[src/rtl/busStatusPkg.sv]
package busStatusPkg;
  localparam int STATUS_W = 3;
  localparam int NUM_CMD  = 6;

  typedef logic [STATUS_W-1:0] statusT;

  localparam statusT CODE_INTA    = 3'b000;
  localparam statusT CODE_IORD    = 3'b001;
  localparam statusT CODE_IOWR    = 3'b010;
  localparam statusT CODE_HALT    = 3'b011;
  localparam statusT CODE_FETCH   = 3'b100;
  localparam statusT CODE_MEMRD   = 3'b101;
  localparam statusT CODE_MEMWR   = 3'b110;
  localparam statusT CODE_PASSIVE = 3'b111;

  // strobe slot index -> status code that drives it
  function automatic statusT cmdCode(input int idx);
    case (idx)
      0:       return CODE_INTA;
      1:       return CODE_IORD;
      2:       return CODE_IOWR;
      3:       return CODE_FETCH;
      4:       return CODE_MEMRD;
      default: return CODE_MEMWR;
    endcase
  endfunction

  typedef struct packed {
    logic startEv;   // open a cycle at this edge
    logic endEv;     // close the open cycle at this edge
  } ctrlStrobesT;
endpackage

[src/rtl/busCycleCtrl.sv]
module busCycleCtrl
  import busStatusPkg::*;
(
  input  logic        clk,
  input  logic        rstN,
  input  statusT      busStatus,
  input  logic        ready,
  output ctrlStrobesT ctrl,
  output logic        ale
);
  statusT prevStatus;
  logic   busy;
  logic   isPassive;
  logic   wasPassive;

  assign isPassive  = (busStatus == CODE_PASSIVE);
  assign wasPassive = (prevStatus == CODE_PASSIVE);

  always_comb begin
    ctrl.startEv = !busy && !isPassive && wasPassive;
    ctrl.endEv   = busy && isPassive && ready;
  end

  always_ff @(posedge clk or negedge rstN) begin
    if (!rstN) begin
      prevStatus <= CODE_PASSIVE;
      busy       <= 1'b0;
      ale        <= 1'b0;
    end else begin
      prevStatus <= busStatus;
      ale        <= ctrl.startEv;
      if (ctrl.startEv)    busy <= 1'b1;
      else if (ctrl.endEv) busy <= 1'b0;
    end
  end
endmodule

[src/rtl/busCmdDatapath.sv]
module busCmdDatapath
  import busStatusPkg::*;
(
  input  logic               clk,
  input  logic               rstN,
  input  statusT             busStatus,
  input  ctrlStrobesT        ctrl,
  output logic [NUM_CMD-1:0] cmdN,
  output statusT             cycleType,
  output logic               haltFlag
);
  always_ff @(posedge clk or negedge rstN) begin
    if (!rstN) begin
      cycleType <= CODE_PASSIVE;
      haltFlag  <= 1'b0;
    end else begin
      if (ctrl.startEv) begin
        cycleType <= busStatus;
        haltFlag  <= (busStatus == CODE_HALT);
      end else if (ctrl.endEv) begin
        cycleType <= CODE_PASSIVE;
      end
    end
  end

  for (genvar g = 0; g < NUM_CMD; g++) begin : gStrobe
    localparam statusT MY_CODE = cmdCode(g);
    always_ff @(posedge clk or negedge rstN) begin
      if (!rstN)             cmdN[g] <= 1'b1;
      else if (ctrl.startEv) cmdN[g] <= (busStatus != MY_CODE);
      else if (ctrl.endEv)   cmdN[g] <= 1'b1;
    end
  end
endmodule

[src/rtl/busStatusDecoder.sv]
module busStatusDecoder
  import busStatusPkg::*;
(
  input  logic       clk,
  input  logic       rstN,
  input  logic [2:0] busStatus,
  input  logic       ready,
  output logic       intaN,
  output logic       ioRdN,
  output logic       ioWrN,
  output logic       fetchN,
  output logic       memRdN,
  output logic       memWrN,
  output logic       ale,
  output logic [2:0] cycleType,
  output logic       haltFlag
);
  ctrlStrobesT        ctrl;
  logic [NUM_CMD-1:0] cmdN;

  busCycleCtrl uCtrl (
    .clk(clk), .rstN(rstN), .busStatus(busStatus), .ready(ready),
    .ctrl(ctrl), .ale(ale)
  );

  busCmdDatapath uData (
    .clk(clk), .rstN(rstN), .busStatus(busStatus), .ctrl(ctrl),
    .cmdN(cmdN), .cycleType(cycleType), .haltFlag(haltFlag)
  );

  assign intaN  = cmdN[0];
  assign ioRdN  = cmdN[1];
  assign ioWrN  = cmdN[2];
  assign fetchN = cmdN[3];
  assign memRdN = cmdN[4];
  assign memWrN = cmdN[5];
endmodule

[config.mk]
export PLATFORM = sky130hd
export DESIGN_NAME = busStatusDecoder
export DESIGN_NICKNAME = d
export VERILOG_FILES = /design/src/rtl/busStatusPkg.sv /design/src/rtl/busCycleCtrl.sv /design/src/rtl/busCmdDatapath.sv /design/src/rtl/busStatusDecoder.sv
export SDC_FILE = /design/constraint.sdc
export NUM_CORES = 1
export LEC_CHECK = 0
export CAP_MARGIN = 20
export CORE_MARGIN = 2
export CORE_UTILIZATION = 45
export CTS_BUF_LIST = sky130_fd_sc_hd__clkbuf_2
export DETAILED_ROUTE_END_ITERATION = 8
export PLACE_DENSITY = 0.73
export SYNTH_ARGS = -nofsm -noshare
export SYNTH_HDL_FRONTEND = slang
export SYNTH_SLANG_ARGS = --single-unit
export TNS_END_PERCENT = 100
[constraint.sdc]
create_clock -name clk -period 3 [get_ports clk]
set_input_delay 0.6 -clock clk [delete_from_list [all_inputs] [get_ports clk]]
set_output_delay 0.6 -clock clk [all_outputs]
set_load 0.005 [all_outputs]
-- Word-level counts from Yosys, hierarchy flattened
Cells that the tools add are included.
- RAM bits: 0
- bits of input ports: 6
- logic and storage cells: 38
- ROM bits: 0
- register bits after elaboration: 15
- latch bits: 0
- memories kept: 0
- mux-type cells: 11
- bitwise operators: 0
- add/sub/neg operators: 0
- shifts and indexed selects: 0
- reductions and logical operators: 8
- multiply operators: 0
- divide/modulo/power cells: 0
- magnitude comparators: 0
- eq/ne operators: 8
- operators with widths (kind ; count):
    two-way mux 1 bit ; 9
    inequality test 3 bit (second input constant) ; 3
    equality test 3 bit (second input constant) ; 2
    two-way mux 3 bit ; 2
    logical AND 1 bit ; 4
    equality test 3 x 2 -> 1 bit (second input constant) ; 1
    inequality test 3 x 1 -> 1 bit (second input constant) ; 1
    inequality test 3 x 2 -> 1 bit (second input constant) ; 1
    nonzero test 3 bit ; 1
    logical NOT 1 bit ; 2
    nonzero test 2 bit ; 1

-- Logic depth before layout (Yosys ltp)
Gate-level depths: netlist (run 1).
- depth after elaboration: 5
- depth in mapped cells: 4
- mapped depth without buffers: 3

-- Hierarchy
From an unflattened synthesis (run 1), not the netlist that was laid out.
- cell total of the unflattened synthesis: 51
- area total of the unflattened synthesis: 634.4 um^2
- modules (own cells, without submodules) (module ; instances ; area each (um^2) ; sequential area each (um^2) ; cells each):
    busCmdDatapath ; 1 ; 457.9 ; 261.5 ; 40
    busCycleCtrl ; 1 ; 176.4 ; 128.9 ; 11

-- Worst setup path after synthesis (run 1)
Ideal clock, no wire load.
- path type: input to register
- from: input port busStatus[2]
- to: register uData.cmdN[2]
- path buffers: 1
- cell stages on the path: 4
- arrival time: 1367 ps
- slack: 1551 ps
- setup time: 81 ps
- cells stage by stage: buf_2 and3_4 a22o_1 a211oi_2
- word-level cells in the longest chain between the ends: 5
- ends and longest elaborated chain (element ; RTL line ; RTL):
    from (decl) ; busStatusDecoder.sv:6 ; input logic [2:0] busStatus,
    equality test 3 bit ; busCycleCtrl.sv:16 ; assign isPassive = (busStatus == CODE_PASSIVE);
    logical NOT 1 bit ; busCycleCtrl.sv:20 ; ctrl.startEv = !busy && !isPassive && wasPassive;
    logical AND 1 bit (2 in a row) ; busCycleCtrl.sv:20 ;
    two-way mux 1 bit / nonzero test 2 bit (equally long branches) ; n/a ;
    to (signal, indexed assignment) ; busCmdDatapath.sv:30 ; else if (ctrl.startEv) cmdN[g] <= (busStatus != MY_CODE);
    to (decl) ; busCmdDatapath.sv:8 ; output logic [NUM_CMD-1:0] cmdN,
Several ways; a longest one is shown, not always the timed one.
A chain may end at the register's enable or synchronous reset.

-- Worst setup path after layout (run 1)
- from: register uData.cmdN[4]
- to: output port memRdN
- RTL lines (element ; RTL line ; RTL):
    to (decl) ; busStatusDecoder.sv:12 ; output logic memRdN,
No word-level cell between the ends.

==> flow_metrics.tcl, run 1 <==
set metrics [dict create \
    internal-power_uw 404.7 \
    cts.repair.resized 0 \
    synthTopCellsByArea "dfstp_2 (44%), dfrtp_1 (10%), a2bb2oi_1 (6.1%), nand4b_4 (3.3%), buf_6 (3.1%)" \
    finalHoldViolations 0 \
    p_sw_uw 145.9 \
    grtUsageTotal_pct 17.16 \
    htree_levels 1 \
    clock.fmax_ghz 0.5136 \
    rsz0062_at_grt "false" \
    drv_cap 0 \
    worst_pin_slew_ns 0.6274 \
    clockRootBuffer "clkbuf_2" \
    cts.sinks 15 \
    fp-row-count 14 \
    finalSetupTns_ns 0 \
    io_buffers 16 \
    arrival_ns 1.35 \
    rr_startpoint "uCtrl.prevStatus[2]" \
    multi_input_area_um2 279.0 \
    synth_cell_types 26 \
    finalNetCount 83 \
    cp_max_fo 3 \
    ff2ff_path_depth 3 \
    yosys.area.top_type_share_pct 43.98 \
    synth_area_um2 716.9 \
    p_clk_share_pct 17.6 \
    worst_slack_ns 1.053 \
    global_route.usage.met3_pct 5.000 \
    worstSetupEndpointType "primary output" \
    use_met2_pct 24.41 \
    clockBufferDepth 2 \
    status "finished clean" \
    initial_utilization_pct 47.59 \
    cts_buffers 3 \
    core_mm2 0.001506 \
    vias 492 \
    antenna_left 0 \
    antenna_found_initial 0 \
    final_layout_size_suffix_gt1_share_pct 26.32 \
    insertedDiodeCount 0 \
    area_delta_synth_final_pct 23.39 \
    avgRoutedWirePerCell_um 14.02 \
    gr-max-usage-layer "met2" \
    setup_viol 0 \
    grt_first_pass_wirelength_um 2283 \
    grt_pass1_vias 500 \
    postSynthAreaPerCell_um2 11.95 \
    dp_hpwl_um 901.1 \
    pin_count 17 \
    seqCellArea_um2 390.4 \
    crit_slowest_cell "dfstp_2" \
    cts.reportedPaths.clkPinSlew_ns 0.13 \
    crit_path_max_incr_delay_ns 0.57 \
    syn-num-nets 66 \
    reg2reg_setup_slack_ns 1.59 \
    yosys_warnings 0 \
    worst-path-buf-inv 1 \
    netlist_instances 60 \
    ys_seq_area_share_pct 54.45 \
    hold_class "reg -> reg" \
    seqPwrFrac_pct 52.8 \
    ys.flop_type "dfstp_2" \
    required_ns 2.40 \
    leakagePower_uw 0.0003888 \
    path_delay_family "flip-flops" \
    yosysMostFrequentCell "dfstp_2" \
    tritoncts "built" \
    routed_wirelength_um 1290 \
    routed_via_density 5.348 \
    post-place-ws_ns 0.9647 \
    ctsHoldBuffers 0 \
    fillCellCount 131 \
    clk_latency_ns 0.28 \
    min_period_ns 1.947 \
    hold_depth 2 \
    skew_ns 0.002571 \
    grt_max_degree 16 \
    slew_violations 0 \
    min_from "uData.cycleType[0]" \
    grt_use_met1_pct 22.73 \
    crit_cells 1 \
    combPwrFrac_pct 29.6 \
    cp_cell_sequence "clkdlybuf4s50_1" \
    fin_crit_sh_pct 64.90 \
    die_y_um 43.92 \
    synth.ff_latch_count 15 \
    pwr_density_cell_mw_per_mm2 622.5 \
    synth_common_cells "dfstp_2 (12), nand2_1 (6), a2bb2oi_1 (5), a21oi_1 (4), inv_1 (4)" \
    die-area_mm2 0.001929 \
    drtPass1Iterations 4 \
    r2r-end "uData.cmdN[0]" \
    die_w_um 43.92 \
    relSlewSlack_pct 58.04 \
    route.detailed.drc 0 \
    irDropWorstVdd_mv 0.3662 \
    path_class "reg -> out" \
    post_cts_buffers 0 \
    holdPathEnd "uData.cycleType[0]" \
    synth_edf_count 0 \
    synthArstFlopShare_pct 100.0 \
    hold_slack_ns 0.4773 \
    synth_top_area_cell "dfstp_2" \
    grt_overflow 0 \
    gp_congestion 0.7221 \
    drt-initial-drc-count 2 \
    swShare_pct 26.50 \
    critPathLaunchType "flip-flop" \
]
[placed cells by master, fill, tap and decap left out, types with 2 or more instances in the layout]
cell             count
clkdlybuf4s50_1     16
dfstp_2             12
nand2_1              6
a2bb2oi_1            5
inv_1                4
a21oi_1              4
clkbuf_2             4
nor2_1               3
dfrtp_1              3
nand2b_1             2
mux2i_1              2
[power groups by stage]
| stage | Combinational, uW | Clock, uW | Sequential, uW |
|---|---|---|---|
| 2_1_floorplan | 76.6 | 0 | 295 |
| 3_3_place_gp | 163 | 0 | 294 |
| 3_5_place_dp | 165 | 0 | 295 |
| 4_1_cts | 166 | 102 | 292 |
| 5_1_grt | 179 | 111 | 298 |
| 6_report | 163 | 97.0 | 291 |
[flip-flops by register name, indices dropped and copies added, names as in the netlist]
register	cells
uData.cmdN	6
uCtrl.prevStatus	3
uData.cycleType	3
uCtrl.ale	1
uCtrl.busy	1
uData.haltFlag	1
[layout make-up]
cell class	count	area share (%)
tap	16	2.263
sequential	15	44.13
clock buffer	4	2.263
multi-input combinational	37	31.54
timing repair buffer	16	18.10
inverter	4	1.697
[worst max path at each step]
stage,slack (ns),startpoint,endpoint
floorplan,1.55,busStatus[2],uData.cmdN[2]
finish,1.05,uData.cmdN[4],memRdN
detailed placement,0.96,busStatus[0],uData.cycleType[1]
CTS,1.03,uData.cmdN[4],memRdN
global route,0.98,uData.cmdN[1],ioRdN
global placement,1.01,busStatus[2],uData.cmdN[2]
[cells by family (layout without fill, tap and decap cells)]
kind of cell	count (synthesis)	after routing	share of synthesized area [%]
buffers and inverters	8	24	6.631
AOI/OAI and AO/OA	17	17	19.90
DFF	15	15	54.45
muxes	2	2	2.792
and+or+nand+nor	18	18	16.23
[through the flow]
step	cells	utilization [%]	total power [uW]	cell area (um2)
5_1_grt	92	58.72	587.8	884.6
2_1_floorplan	60	-	372.0	716.9
3_5_place_dp	88	57.39	459.8	864.6
4_1_cts	92	58.72	559.2	884.6
3_3_place_gp	88	57.39	456.9	864.6
6_report	92	58.72	550.7	884.6
[routing by layer]
layer  wire (um)  part of all wire [%]
met1         623                    48
met3          43                   3.3
met5           0                     0
met4          38                   2.9
met2         585                    45
No activity file was read; power rests on OpenSTA's default activity.
==> run 2, diff against run 1 <==
- PLACE_DENSITY: 0.73 -> 0.76
- clock period: 3 -> 1.6 ns (I/O delays scaled with it)
==> run 2 against run 1 <==
Net effect: first-iteration DRC count increased to 5.0 times the previous value; flip-flop and latch count unchanged; non-clock buffer count increased by 16; register-to-register slack got worse by 1.4 ns; combinational power increased by 110%; via count increased by 18%; hold slack got worse by 0.15 ns; wire length increased by 15%; highest routed layer unchanged; clock-buffer cell count unchanged; sequential share of layout area decreased by 4.8 points; final area increased by 12%; clock power increased by 90%.
==> flow_metrics.tcl, run 2 (same netlist as run 1, synthesis figures left out) <==
set metrics [dict create \
    status "finished clean" \
    fin_crit_sh_pct 91.30 \
    insertedDiodeCount 0 \
    post-place-ws_ns -0.03001 \
    grt_max_degree 16 \
    ctsHoldBuffers 0 \
    io_buffers 16 \
    grt_pass1_vias 576 \
    clk_latency_ns 0.27 \
    die-area_mm2 0.001929 \
    grt_use_met1_pct 24.87 \
    tritoncts "built" \
    cts.sinks 15 \
    fillCellCount 129 \
    pin_count 17 \
    leakagePower_uw 0.0004772 \
    arrival_ns 1.14 \
    drt-initial-drc-count 10 \
    skew_ns 0.005849 \
    slew_violations 0 \
    hold_class "in -> async" \
    cp_max_fo 2 \
    rsz0062_at_grt "false" \
    min_period_ns 1.461 \
    largest_reg_flops 6 \
    relSlewSlack_pct 79.40 \
    route.detailed.drc 0 \
    irDropWorstVdd_mv 0.6351 \
    use_met2_pct 28.82 \
    core_mm2 0.001506 \
    setup_viol 0 \
    fp-row-count 14 \
    regMostFlops "uData.cmdN" \
    worst_pin_slew_ns 0.3062 \
    grtUsageTotal_pct 18.72 \
    drv_cap 0 \
    clockRootBuffer "clkbuf_2" \
    critPathLaunchType "flip-flop" \
    crit_path_max_incr_delay_ns 0.50 \
    final_layout_size_suffix_gt1_share_pct 39.13 \
    grt_first_pass_wirelength_um 2580 \
    worst-path-buf-inv 1 \
    dp_hpwl_um 1015 \
    antenna_left 0 \
    finalHoldViolations 0 \
    layout_common_cells "buf_4 (16), dfstp_2 (12), dlygate4sd2_1 (9), clkdlybuf4s50_1 (7), nand2_1 (6)" \
    reg_top3 "uData.cmdN x6, uCtrl.prevStatus x3, uData.cycleType x3" \
    dpl_cell_area_um2 932.1 \
    clockBufferDepth 2 \
    clock.fmax_ghz 0.6845 \
    power_uw 1068 \
    global_route.usage.met3_pct 4.167 \
    gr-max-usage-layer "met2" \
    worstSetupEndpointType "primary output" \
    required_ns 1.28 \
    antenna_found_initial 0 \
    path_class "reg -> out" \
    worst_slack_ns 0.1392 \
    finalNetCount 99 \
    initial_utilization_pct 47.59 \
    routed_via_density 5.361 \
    avgRoutedWirePerCell_um 13.75 \
    htree_levels 1 \
    final_common_cell "buf_4" \
    area_delta_synth_final_pct 38.57 \
    fin_area_um2 993.5 \
    crit_slowest_cell "clkdlybuf4s50_1" \
    routed_wirelength_um 1485 \
    die_y_um 43.92 \
    gp_congestion 0.6784 \
    pwr_density_cell_mw_per_mm2 1075 \
    grt_overflow 0 \
    cp_cell_sequence "clkdlybuf4s50_1" \
    drtPass1Iterations 4 \
    die_w_um 43.92 \
    cts_buffers 3 \
    vias 579 \
    cts.reportedPaths.clkPinSlew_ns 0.15 \
    path_delay_family "buffers and inverters" \
]
==> run 2: final timing paths <==
| kind | start | to | slack [ns] | depth (start not counted) |
|---|---|---|---|---|
| min in group clk | uData.cmdN[1] | uData.cmdN[1] | 0.52 | 1 |
| min | rstN | uData.haltFlag | 0.33 | 2 |
| max | uData.haltFlag | haltFlag | 0.14 | 1 |
| max in group asynchronous | rstN | uData.cmdN[5] | 1.03 | 2 |
| max reg2reg | uCtrl.prevStatus[2] | uData.cmdN[0] | 0.22 | 3 |
| min reg2reg | uData.cmdN[1] | uData.cmdN[1] | 0.52 | 1 |
==> run 2: final cells by class <==
type                            count  area [um2]  area share, %
Sequential cell                    15       390.4          39.29
Inverter                            4       15.01          1.511
Multi-Input combinational cell     37       279.0          28.09
Clock buffer                        4       20.02          2.015
Tap cell                           16       20.02          2.015
Timing Repair Buffer               32       269.0          27.08
==> run 2: routing by layer <==
layer / up-vias / part of all wire [%]
met5: - / 0
met2: 14 / 48
met1: 279 / 44
met4: 0 / 1.3
met3: 2 / 6.1
li1: 284 / -
==> run 2: metrics by stage <==
step	hold slack, ns	utilization (%)	cells	setup TNS, ns
after floorplan	0.02441	-	60	0
after global placement	0.4535	61.88	97	-0.007393
after detailed placement	0.4650	61.88	97	-0.08014
after CTS	0.3228	65.95	108	0
after global routing	0.3067	65.95	108	0
final	0.3257	65.95	108	0
==> run 2: where the power goes <==
part | internal (uW) | total [uW] | switching [uW]
Sequential | 492 | 536 | 44.4
Clock | 66.3 | 184 | 117
Combinational | 220 | 348 | 128
Total | 778 | 1070 | 290
==> run 2: timing repair <==
action / CTS / global route
resized for setup: 9 / 0
setup endpoints to repair: 9 / 0
buffers inserted: 7 / 0
==> run 3, diff against run 2 <==
- CAP_MARGIN: 20 -> 15
==> results of run 3 <==
Same layout as run 2: the final DEF is identical, and so are final timing and power.
